[config.mk]
export PLATFORM = sky130hd
export DESIGN_NAME = edge_accum_top
export DESIGN_NICKNAME = d
export VERILOG_FILES = /design/src/rtl/edge_accum_pkg.sv /design/src/rtl/edge_accum_sync.sv /design/src/rtl/edge_accum_detect.sv /design/src/rtl/edge_accum_counter.sv /design/src/rtl/edge_accum_top.sv
export SDC_FILE = /design/constraint.sdc
export NUM_CORES = 1
export LEC_CHECK = 0
export BUFFER_PORTS_ARGS = -buffer_cell sky130_fd_sc_hd__buf_4
export CAP_MARGIN = 20
export CORE_ASPECT_RATIO = 0.5
export CORE_MARGIN = 2
export CORE_UTILIZATION = 49
export CTS_BUF_LIST = sky130_fd_sc_hd__clkbuf_4
export DETAILED_ROUTE_END_ITERATION = 10
export PLACE_DENSITY_LB_ADDON = 0.3
export SYNTH_ARGS = -nofsm -noshare
export SYNTH_HDL_FRONTEND = slang
export SYNTH_SLANG_ARGS = --single-unit
[constraint.sdc]
create_clock -name clk -period 1.7 [get_ports clk]
set_input_delay 0.425 -clock clk [delete_from_list [all_inputs] [get_ports clk]]
set_output_delay 0.425 -clock clk [all_outputs]
set_load 0.005 [all_outputs]
[src/rtl/edge_accum_pkg.sv]
// Package: shared types and register selectors for the edge accumulator.
// Assumes a byte-lane organised register port with one address bit.
package edge_accum_pkg;
    typedef enum logic [1:0] {
        EDGE_NONE = 2'b00,
        EDGE_RISE = 2'b01,
        EDGE_FALL = 2'b10,
        EDGE_BOTH = 2'b11
    } edge_sel_e;

    localparam logic SEL_COUNT  = 1'b0;
    localparam logic SEL_STATUS = 1'b1;
endpackage

[src/rtl/edge_accum_sync.sv]
// Module: multi-flop synchronizer that brings an asynchronous level into
// the clock domain. Assumes the input is a slow level (no pulse stretching).
module edge_accum_sync #(
    parameter int STAGES = 2
) (
    input  logic clk,
    input  logic rst_n,
    input  logic din,
    output logic dout
);
    logic [STAGES-1:0] chain_q;

    // Shift the sampled level through the flop chain.
    always_ff @(posedge clk) begin
        if (!rst_n) chain_q <= '0;
        else        chain_q <= {chain_q[STAGES-2:0], din};
    end

    assign dout = chain_q[STAGES-1];
endmodule

[src/rtl/edge_accum_detect.sv]
// Module: compares the synchronized level with the previous sample and
// flags a transition chosen by the edge selector while enabled.
// Assumes the input is already synchronous to clk.
module edge_accum_detect
    import edge_accum_pkg::*;
(
    input  logic      clk,
    input  logic      rst_n,
    input  logic      level,
    input  logic [1:0] edge_sel,
    input  logic      enable,
    output logic      hit
);
    logic      prev_q;
    logic      rise;
    logic      fall;
    edge_sel_e sel;

    // Hold the last synchronized sample, even while disabled.
    always_ff @(posedge clk) begin
        if (!rst_n) prev_q <= 1'b0;
        else        prev_q <= level;
    end

    // Qualify the raw transitions with the selected polarity and enable.
    always_comb begin
        sel  = edge_sel_e'(edge_sel);
        rise = level & ~prev_q;
        fall = ~level & prev_q;
        unique case (sel)
            EDGE_RISE: hit = enable & rise;
            EDGE_FALL: hit = enable & fall;
            EDGE_BOTH: hit = enable & (rise | fall);
            default:   hit = 1'b0;
        endcase
    end
endmodule

[src/rtl/edge_accum_counter.sv]
// Module: counter with byte-lane load and a sticky wrap flag.
// Assumes a load beats an increment in the same cycle, and a wrap beats
// a clear of the flag in the same cycle.
module edge_accum_counter #(
    parameter int CNT_W = 16,
    localparam int LANES = CNT_W / 8
) (
    input  logic             clk,
    input  logic             rst_n,
    input  logic             inc,
    input  logic             load,
    input  logic [LANES-1:0] load_be,
    input  logic [CNT_W-1:0] load_data,
    input  logic             flag_clr,
    output logic [CNT_W-1:0] count,
    output logic             wrap_flag
);
    logic [CNT_W-1:0] cnt_q;
    logic [CNT_W-1:0] merged;
    logic             wrap;
    logic             flag_q;

    // Per-lane choice between written byte and held byte.
    for (genvar l = 0; l < LANES; l++) begin : g_lane
        assign merged[l*8 +: 8] = load_be[l] ? load_data[l*8 +: 8] : cnt_q[l*8 +: 8];
    end

    assign wrap = inc & ~load & (&cnt_q);

    // Count register: load first, then increment.
    always_ff @(posedge clk) begin
        if (!rst_n)    cnt_q <= '0;
        else if (load) cnt_q <= merged;
        else if (inc)  cnt_q <= cnt_q + 1'b1;
    end

    // Sticky flag: set on wrap, cleared on request otherwise.
    always_ff @(posedge clk) begin
        if (!rst_n)        flag_q <= 1'b0;
        else if (wrap)     flag_q <= 1'b1;
        else if (flag_clr) flag_q <= 1'b0;
    end

    assign count     = cnt_q;
    assign wrap_flag = flag_q;
endmodule

[src/rtl/edge_accum_top.sv]
// Module: pulse edge accumulator top. Chains synchronizer, detector and
// counter and serves a registered read path that samples the whole
// count in one cycle. Assumes bus signals are synchronous to clk.
module edge_accum_top
    import edge_accum_pkg::*;
#(
    parameter int CNT_W     = 16,
    parameter int SYNC_FLOPS = 2,
    localparam int LANES = CNT_W / 8
) (
    input  logic             clk,
    input  logic             rst_n,
    input  logic             pin_async,
    input  logic [1:0]       ctl_edge_sel,
    input  logic             ctl_enable,
    input  logic             bus_en,
    input  logic             bus_wr,
    input  logic             bus_addr,
    input  logic [LANES-1:0] bus_be,
    input  logic [CNT_W-1:0] bus_wdata,
    output logic             rd_valid,
    output logic [CNT_W-1:0] rd_data,
    output logic             ovf_flag
);
    logic             pin_sync;
    logic             edge_hit;
    logic             cnt_load;
    logic             flag_clr;
    logic             rd_req;
    logic [CNT_W-1:0] count_w;
    logic [CNT_W-1:0] lane_view;
    logic             rd_valid_q;
    logic [CNT_W-1:0] rd_data_q;

    edge_accum_sync #(.STAGES(SYNC_FLOPS)) u_sync (
        .clk   (clk),
        .rst_n (rst_n),
        .din   (pin_async),
        .dout  (pin_sync)
    );

    edge_accum_detect u_detect (
        .clk      (clk),
        .rst_n    (rst_n),
        .level    (pin_sync),
        .edge_sel (ctl_edge_sel),
        .enable   (ctl_enable),
        .hit      (edge_hit)
    );

    assign cnt_load = bus_en & bus_wr & (bus_addr == SEL_COUNT);
    assign flag_clr = bus_en & bus_wr & (bus_addr == SEL_STATUS) & bus_wdata[0];
    assign rd_req   = bus_en & ~bus_wr;

    edge_accum_counter #(.CNT_W(CNT_W)) u_counter (
        .clk       (clk),
        .rst_n     (rst_n),
        .inc       (edge_hit),
        .load      (cnt_load),
        .load_be   (bus_be),
        .load_data (bus_wdata),
        .flag_clr  (flag_clr),
        .count     (count_w),
        .wrap_flag (ovf_flag)
    );

    // Mask the count by the requested byte lanes.
    for (genvar l = 0; l < LANES; l++) begin : g_rdlane
        assign lane_view[l*8 +: 8] = bus_be[l] ? count_w[l*8 +: 8] : 8'h00;
    end

    // Capture read data in the request cycle so all lanes are coherent.
    always_ff @(posedge clk) begin
        if (!rst_n) begin
            rd_valid_q <= 1'b0;
            rd_data_q  <= '0;
        end else begin
            rd_valid_q <= rd_req;
            if (rd_req)
                rd_data_q <= (bus_addr == SEL_STATUS) ? {{(CNT_W-1){1'b0}}, ovf_flag} : lane_view;
        end
    end

    assign rd_valid = rd_valid_q;
    assign rd_data  = rd_data_q;
endmodule

=== Yosys cells after proc, flatten, opt, wreduce, memory -nomap -nowiden ===
Cells that the tools add are included.

* Add/subtract/negate cells: 1
* Equality and inequality tests: 5
* Multiplexer cells: 10
* Bitwise operators: 18
* Reduce and logical (&&, ||, !) cells: 5

{| class="wikitable"
|+ Operators with widths
! cell !! count
|-
| $mux W16 || 3
|-
| $mux W8 || 4
|-
| $add A16 B1 Y16 const B || 1
|-
| $reduce_and A16 Y1 || 1
|-
| $and A1 B1 Y1 || 12
|-
| $not A1 Y1 || 5
|-
| $eq A2 B2 Y1 const B || 2
|-
| $ne A2 B2 Y1 const B || 2
|-
| $reduce_and A2 Y1 || 2
|-
| $reduce_bool A2 Y1 || 2
|-
| $pmux W1 S3 || 1
|-
| $eq A2 B1 Y1 const B || 1
|-
| $mux W1 || 2
|-
| $or A1 B1 Y1 || 1
|}

* Register bits after elaboration: 37
* Input port bits: 27
* Output and inout bits: 18
* Word-level logic and storage cells: 46

=== Longest topological paths before layout ===
Gate-level depths: netlist of run 1.

* Depth in word-level cells: 8
* Depth in mapped cells: 8
* Gate-level depth less buffers: 7

=== Hierarchy ===
From an unflattened synthesis of run 1, not the netlist that was laid out.

* Cell total of the unflattened synthesis: 205
* Area, all modules: 1762.9 µm²

{| class="wikitable"
|+ Modules (own cells, without submodules)
! module !! instances !! cells an instance !! area an instance (µm²) !! sequential area each (µm²)
|-
| edge_accum_counter || 1 || 123 || 983.4 || 340.3
|-
| edge_accum_top || 1 || 67 || 638.1 || 340.3
|-
| edge_accum_detect || 1 || 11 || 88.8 || 20.0
|-
| edge_accum_sync || 1 || 4 || 52.6 || 40.0
|}

=== Least setup slack after synthesis of run 1 ===
Ideal clock, no wire load.

* Path kind: register to register
* Start: reg u_sync.chain_q[1]
* End: reg u_counter.cnt_q[12] (netlist: u_counter.count[12])
* Library setup time: 119 ps
* Data arrival time: 1599 ps
* Setup slack: -18 ps
* Stages on the path, launching flop included: 8
* Cell sequence: dfxtp_1 > inv_1 > ha_1 > and3_1 > a211oi_4 > a22oi_1 > buf_2 > o221a_2

* Longest elaborated chain between the ends: 7

{| class="wikitable"
|+ Ends and longest elaborated chain
! what !! RTL line !! RTL
|-
| from (decl) || edge_accum_sync.sv:11 || <nowiki>logic [STAGES-1:0] chain_q;</nowiki>
|-
| from (signal assigned) || edge_accum_sync.sv:16 || <nowiki>else chain_q <= {chain_q[STAGES-2:0], din};</nowiki>
|-
| $not A1 Y1 || edge_accum_detect.sv:29 || <nowiki>fall = ~level & prev_q;</nowiki>
|-
| $and A1 B1 Y1 || edge_accum_detect.sv:29 ||
|-
| $or A1 B1 Y1 || edge_accum_detect.sv:33 || <nowiki>EDGE_BOTH: hit = enable & (rise | fall);</nowiki>
|-
| $and A1 B1 Y1 || edge_accum_detect.sv:33 ||
|-
| $pmux W1 S3 * || edge_accum_detect.sv:30 || <nowiki>unique case (sel)</nowiki>
|-
| $reduce_bool A2 Y1 (no source line) * || n/a ||
|-
| $reduce_and A2 Y1 (no source line) * || n/a ||
|-
| to (signal assigned) || edge_accum_counter.sv:33 || <nowiki>else if (load) cnt_q <= merged;</nowiki>
|-
| to (signal assigned) || edge_accum_counter.sv:34 || <nowiki>else if (inc) cnt_q <= cnt_q + 1'b1;</nowiki>
|-
| to (decl) || edge_accum_counter.sv:18 || <nowiki>logic [CNT_W-1:0] cnt_q;</nowiki>
|}

Every way passes the cells marked *; elsewhere a longest branch is shown, timed or not.
A chain may end at the register's enable or synchronous reset.

=== Worst setup path after layout of run 1 ===
* Start: reg u_sync.chain_q[1]
* End: reg u_counter.cnt_q[6] (netlist: u_counter.count[6])

Same word-level chain as after synthesis.

==> summary.md, run 1 <==
| Metric | Value |
|---|---|
| Fin crit share | `96.9%` |
| Pleak | `0.935 nW` |
| Fin area | `~2400 sq um` |
| Chip Height | `46.4 um` |
| Ports | `between 40 and 50` |
| Rows | `15` |
| First-pass iteration count of the detailed router | `5` |
| Synth Register Bits | `37` |
| Final min period | `1.65 ns` |
| Worst-Margin Slew | `roughly 0.84 ns` |
| Critical path depth | `8` |
| CTS tree | `yes` |
| Sink Count | `37` |
| Clock transition at path regs | `0.12 ns` |
| Worst vdd ir | `0.000506 V` |
| Syn_area_per_cell | `8.36 sq um` |
| Core area | `3430 sq um` |
| Final setup vio count | `0` |
| R2R cell count | `8` |
| Initial DRC Count | `111` |
| Reg-to-reg slack, setup | `0.05 ns` |
| ANT nets after route | `0` |
| Fmax | `607 MHz` |
| Total track usage | `25.2%` |
| Most used DFF post-synth | `dfxtp_1` |
| Via count | `1910` |
| First-pass GRT wire length | `just under 8000 um` |
| Hold path start | `pin_async` |
| Async SR Flop Fraction | `0%` |
| Clock Path Buffers | `2` |
| Initial antenna violation count | `0` |
| Setup Skew | `0.0127 ns` |
| Synth Instances | `~210` |
| Post-Route WL | `4930 um` |
| PD cells | `717 nW/um^2` |
| Pin count of the biggest net entering global routing | `26` |
| Number of port buffers | `44` |
| Synth warn | `0` |
| Crit. Startpoint | `u_sync.chain_q[1]` |
| Nature of the critical path endpoint | `register` |
| EDFF count, synth | `0` |
| TritonCTS Buffers | `5` |
| Syn_nets | `about 240` |
| Routed length per placed instance | `15.1 um` |
| Hold Violations, Final | `0` |
| Crit-path cells | `inv_2 -> ha_4 -> and3_4 -> a211oi_4 -> a22oi_2 -> buf_6 -> o211ai_1 -> o31ai_1` |
| Root Driver | `clkbuf_4` |
| ANT cells | `0` |
| Final hold slack | `between 0.2 and 0.3 ns` |
| Worst R2R End | `u_counter.count[6]` |
| Post-synthesis sequential area ratio | `about two fifths` |
| Post-Place Worst Slack | `-0.0772 ns` |
| Layout cells sized above 1 | `a little over a third` |
| CP top delay family | `compound AO/OA/AOI/OAI gates` |
| Reg2Reg Launch Point | `u_sync.chain_q[1]` |
| Distinct cells, synth | `41` |
| Crit Path Class | `register to register` |
| Initial Util | `approximately half` |
| H-tree depth | `2` |
| Clock latency on the worst-skew pair | `0.35 ns` |
| Die footprint | `4130 sq um` |
| Via density per instance | `5.84` |
| Placed cell count | `317` |
| Worst path bufs/invs | `2` |
| WP data required | `roughly 2 ns` |
| Max incr delay on CP | `0.35 ns` |
| Drc violations | `0` |
| Layout area overhead | `37.0%` |
| RD Place Congestion | `0.866` |
| Die Width | `88.9 um` |
| Cell Area, Synth | `1760 sq um` |
| Final Max Slew Viols | `0` |
| RSZ-0062 raised after global routing | `yes` |
| Total grt overflow | `0` |
| Status | `finished clean` |
| Hold WC Path Type | `input port to register` |
| CP Launch Type | `register` |
| Max-Cap Viols | `0` |
| Dpl hpwl | `3410 um` |
| Cell Area, Placed | `2270 sq um` |
| Layout Cells excl Fill | `327` |
| Relative slew margins | `43.9%` |
| Crit Path Max Fanout | `8` |
| Critical path arrival | `1.90 ns` |
| Min-Delay Path Depth | `2` |
| Final #Nets | `305` |
| CP max stage cell | `dfxtp_2` |
| Power, Total | `0.00173 W` |
| WHS Endpoint | `u_sync.chain_q[0]` |
| Setup ws final | `0.0535 ns` |
| Vias in the first global route | `1738` |
-- stage by stage --
stage               setup TNS [ns]  util, %
floorplan                        0        -
CTS                              0     69.7
global route               -0.0417     70.3
detailed placement          -0.970     66.1
global placement            -0.319     66.1
finish                           0     70.3
-- Yosys cell counts (2+ instances only) --
master | instances | area [sq um]
buf_6 | 2 | 22.5
nor2_1 | 33 | 124
clkbuf_1 | 7 | 26.3
nor4_1 | 2 | 12.5
buf_2 | 3 | 15.0
o32ai_1 | 3 | 26.3
o22ai_1 | 2 | 12.5
a31oi_1 | 3 | 18.8
a21oi_1 | 20 | 100
dfxtp_1 | 37 | 741
o31ai_1 | 3 | 22.5
inv_1 | 3 | 11.3
ha_1 | 3 | 37.5
nand2_1 | 16 | 60.1
a22oi_1 | 17 | 128
nand3_1 | 8 | 40.0
nor3b_1 | 2 | 15.0
a32oi_1 | 2 | 17.5
and2_1 | 3 | 18.8
nor3_1 | 3 | 15.0
o31a_1 | 2 | 17.5
o221a_2 | 3 | 33.8
and3_1 | 4 | 25.0
nand2b_1 | 2 | 12.5
o21ai_0 | 5 | 25.0
nand4_1 | 4 | 25.0
o211ai_1 | 5 | 37.5
-- state kept, by name (all words and copies together), names as in the netlist --
register             flops
u_counter.count         16
rd_data                 16
u_counter.wrap_flag      1
rd_valid                 1
u_detect.prev_q          1
u_sync.chain_q           2
-- routing by layer --
metal,part of all wire (%),GRT usage [%],vias to the layer above,wire (um)
li1,-,-,915,-
met1,43,31.0,893,2130
met4,0.89,10.6,0,44
met3,8.2,6.99,12,403
met2,48,42.5,90,2360
met5,0,0,-,0
-- power breakdown --
group	switching, W	internal [W]
clock	0.000315	0.000304
sequential	0.0000119	0.000881
combinational	0.000111	0.000109
-- timing repair --
item	4_1_cts	5_1_grt
hold buffers	0	0
setup buffers	0	1
resized for setup	11	5
gates cloned	1	0
setup endpoints to repair	15	14
endpoints found under the hold margin	0	0
pin swaps	7	2
-- layout make-up --
cell class | count | area (sq um)
Inverter | 4 | 15.0
Tap cell | 51 | 63.8
Timing Repair Buffer | 71 | 538
Sequential cell | 37 | 744
Fill cell | 302 | 1020
Multi-Input combinational cell | 156 | 976
Clock inverter | 3 | 41.3
Clock buffer | 5 | 37.5
-- placed cells by master (no fill, tap or decap), types with 2 or more instances in the layout --
cell type,netlist,routed
a22oi_1,17,16
dfxtp_1,37,34
nor3_1,3,3
a32oi_1,2,2
buf_6,2,2
clkbuf_4,0,5
nand2_1,16,16
o31ai_1,3,3
o21ai_0,5,3
buf_4,1,68
o21ai_1,0,2
inv_1,3,2
nor4_1,2,2
and2_1,3,3
a21oi_1,20,19
clkinv_1,1,2
nand3_1,8,8
nor2_1,33,33
a22oi_2,1,2
a31oi_1,3,3
o221a_2,3,3
o32ai_1,3,2
ha_1,3,2
o31a_1,2,2
nor3b_1,2,2
dfxtp_2,0,3
nand4_1,4,4
and3_1,4,2
o22ai_1,2,2
o211ai_1,5,5
-- worst reg2reg max path, delay by kind of cell (launching register included) --
family | cells | cell delay, ns
AOI/OAI and AO/OA | 4 | 0.61
adders and majority gates | 1 | 0.19
and+or+nand+nor | 1 | 0.15
buffers and inverters | 2 | 0.25
DFF | 1 | 0.35
-- cells by family (layout without fill, tap and decap cells) --
logic type	count (synthesis)	count (layout)	share of synthesized area [%]
flops	37	37	42.0
simple gates	83	83	22.7
fa+ha+maj	3	3	2.13
compound gates	70	70	28.1
buf+inv	18	83	5.11
-- how the worst max path moves through the flow --
stage | endpoint | slack [ns]
floorplan | u_counter.count[12] | 0.04
global placement | u_counter.count[14] | -0.04
detailed placement | u_counter.count[13] | -0.08
CTS | u_counter.count[6] | 0.003
global route | u_counter.count[7] | -0.03
finish | u_counter.count[6] | 0.05
(Power assumes the default switching activity.)
==> run 2: changes to the inputs <==
CORE_MARGIN = unset   (was 2)
==> run 2 against run 1 <==
  * The flow now finishes with violations (negative setup slack)
  * Clock power shrank 24%
  * Non-clock buffer count is 4 higher
  * Largest power group unchanged
  * Global-route usage is 1.5 points higher
  * Sequential share of layout area shrank 0.99 points
==> summary.md, run 2 (synthesized netlist as in run 1, its figures left out) <==
| Metric | Value |
|---|---|
| Status | `complete, but fails checks` |
| Failing checks | `negative setup slack` |
| Most frequent cells in the layout | `buf_4, dfxtp_1, nor2_1` |
| Reg2Reg Launch Point | `u_sync.chain_q[1]` |
| Critical path arrival | `1.97 ns (+0.07 ns)` |
| Clock latency on the worst-skew pair | `0.35 ns (about the same)` |
| Reg-to-reg slack, setup | `-0.02 ns (-0.07 ns)` |
| Worst vdd ir | `0.000420 V (-17%)` |
| Power, Total | `0.00161 W (-7.1%)` |
| First-pass GRT wire length | `7730 um (-1.2%)` |
| Initial DRC Count | `129 (+16%)` |
| Vias in the first global route | `1727 (-0.63%)` |
| WHS Endpoint | `u_sync.chain_q[0]` |
| Worst R2R End | `u_counter.count[12]` |
| Total track usage | `26.8% (+1.5 points)` |
| Die Width | `86.9 um (-2.3%)` |
| Grt peak-use layer | `met2` |
| First-pass iteration count of the detailed router | `5 (unchanged)` |
| Via density per instance | `5.89 (+0.79%)` |
| Setup Skew | `0.0133 ns (+0.000587 ns)` |
| Final Max Slew Viols | `0 (unchanged)` |
| Multi-input logic area | `1020 sq um (+5.0%)` |
| Routed length per placed instance | `15.3 um (+1.4%)` |
| Setup ws final | `-0.0200 ns (-0.0735 ns)` |
| Crit Path Max Fanout | `6 (-2)` |
| Met3 global-route usage | `5.97% (-1.0 points)` |
| Hold WC Path Type | `input port to register` |
| Pin count of the biggest net entering global routing | `19 (-27%)` |
| Commonest non-fill, non-tap cell in the layout | `buf_4` |
| ANT nets after route | `0 (unchanged)` |
| Flop pwr share | `55.6% (+4.0 points)` |
| Ports | `45 (unchanged)` |
| PD cells | `646 nW/um^2 (-9.9%)` |
| Max-Cap Viols | `0 (unchanged)` |
| Pleak | `0.977 nW (+4.4%)` |
| Initial antenna violation count | `0 (unchanged)` |
| Die footprint | `3860 sq um (-6.5%)` |
| Crit. Startpoint | `u_sync.chain_q[1]` |
| Hold path start | `pin_async` |
| Sequential Area | `743 sq um (-0.17%)` |
| Min-Delay Path Depth | `2 (unchanged)` |
| Crit Path Class | `register to register` |
| Dpl hpwl | `3310 um (-3.0%)` |
| RD Place Congestion | `0.846 (-2.3%)` |
| Hold Violations, Final | `0 (unchanged)` |
| Layout area overhead | `41.3%` |
| Total grt overflow | `0 (unchanged)` |
| Grt met2 use | `46.3% (+3.8 points)` |
| Final setup vio count | `3 (+3)` |
| Chip Height | `44.4 um (-4.3%)` |
| Met1 Track Usage GR | `32.8% (+1.8 points)` |
| Nature of the critical path endpoint | `register` |
| Clock power frac | `29.4% (-6.4 points)` |
| Via count | `1931 (+1.1%)` |
| ANT cells | `0 (unchanged)` |
| Worst-Margin Slew | `0.427 ns (-0.413 ns)` |
| Core area | `3210 sq um (-6.7%)` |
| Fmax | `581 MHz (-4.3%)` |
| CP Launch Type | `register` |
| NetSw | `0.000431 W (-1.4%)` |
| Root Driver | `clkbuf_4` |
| Rows | `14 (-1)` |
| WP data required | `1.95 ns (about the same)` |
| Fin crit share | `101% (+4.3 points)` |
| Post-Route WL | `5020 um (+1.7%)` |
| Initial Util | `55.0% (+3.7 points)` |
| Final min period | `1.72 ns (+0.0735 ns)` |
| TritonCTS Buffers | `5 (unchanged)` |
| R2R cell count | `9 (+1)` |
| CTS tree | `yes` |
| H-tree depth | `2 (unchanged)` |
| Switch share | `26.8% (+1.5 points)` |
| Number of port buffers | `44 (unchanged)` |
| Clock Path Buffers | `2 (unchanged)` |
| RSZ-0062 raised after global routing | `yes` |
| Fill cells | `231 (-24%)` |
| Sink Count | `37 (unchanged)` |
| Post-Place Worst Slack | `-0.172 ns (-0.0948 ns)` |
| Relative slew margins | `71.4% (+27 points)` |
| Hold bufs inserted after CTS | `0 (unchanged)` |
| Layout cells sized above 1 | `39.6% (+4.5 points)` |
| Final #Nets | `309 (+1.3%)` |
| Combinational power share | `15.0% (+2.3 points)` |
| Total internal power | `0.00118 W (-9.0%)` |
| Clock transition at path regs | `0.11 ns (about the same)` |
| Drc violations | `0 (unchanged)` |
-- run 2: worst max-delay path by stage --
stage,endpoint
CTS,u_counter.count[0]
finish,u_counter.count[12]
detailed placement,u_counter.count[13]
global placement,u_counter.count[14]
global route,u_counter.count[12]
floorplan,u_counter.count[12]
-- run 2: timing repair --
action | CTS | global route
cloned | 2 | 0
pin swaps | 6 | 13
resized for setup | 15 | 11
setup endpoints to repair | 16 | 17
setup buffers | 2 | 1
-- run 2: power groups by stage --
stage                     clock (W)  sequential [W]  combinational (W)
after detailed placement          0        0.000912           0.000204
final                      0.000473        0.000894           0.000242
after global placement            0        0.000911           0.000198
after CTS                  0.000474        0.000893           0.000233
after floorplan                   0        0.000909          0.0000981
after global routing       0.000512        0.000895           0.000260
-- run 2: through the flow --
stage	setup TNS, ns	std cells	hold WS [ns]	util (%)	cell area (sq um)
floorplan	0	211	0.412	-	1770
global placement	-0.319	315	0.419	71.4	2290
detailed placement	-1.31	315	0.435	71.4	2290
CTS	-0.126	327	0.285	76.2	2440
global route	-0.554	328	0.289	77.8	2490
finish	-0.0351	328	0.289	77.8	2490
-- run 2: per-layer routing --
layer / up-vias / share of wire (%) / wire length [um]
li1: 918 / - / -
met1: 893 / 42 / 2090
met2: 109 / 48 / 2430
met3: 11 / 8.4 / 422
met4: 0 / 1.5 / 74
met5: - / 0 / 0
-- run 2: worst max-delay path, stage by stage (launching register included) --
cell	delay (ns)
dfxtp_2	0.35
inv_2	0.05
ha_4	0.25
and3_4	0.19
a211oi_4	0.04
buf_4	0.15
a22oi_2	0.18
buf_6	0.16
a21oi_2	0.03
o221a_2	0.23
-- run 2: layout make-up --
class                      count  share of cell area, %
sequential                    37                   29.8
inverter                       4                  0.602
tap                           48                   2.41
clock buffer                   6                   1.81
timing repair buffer          75                   23.8
multi-input combinational    156                   41.1
clock inverter                 2                  0.402
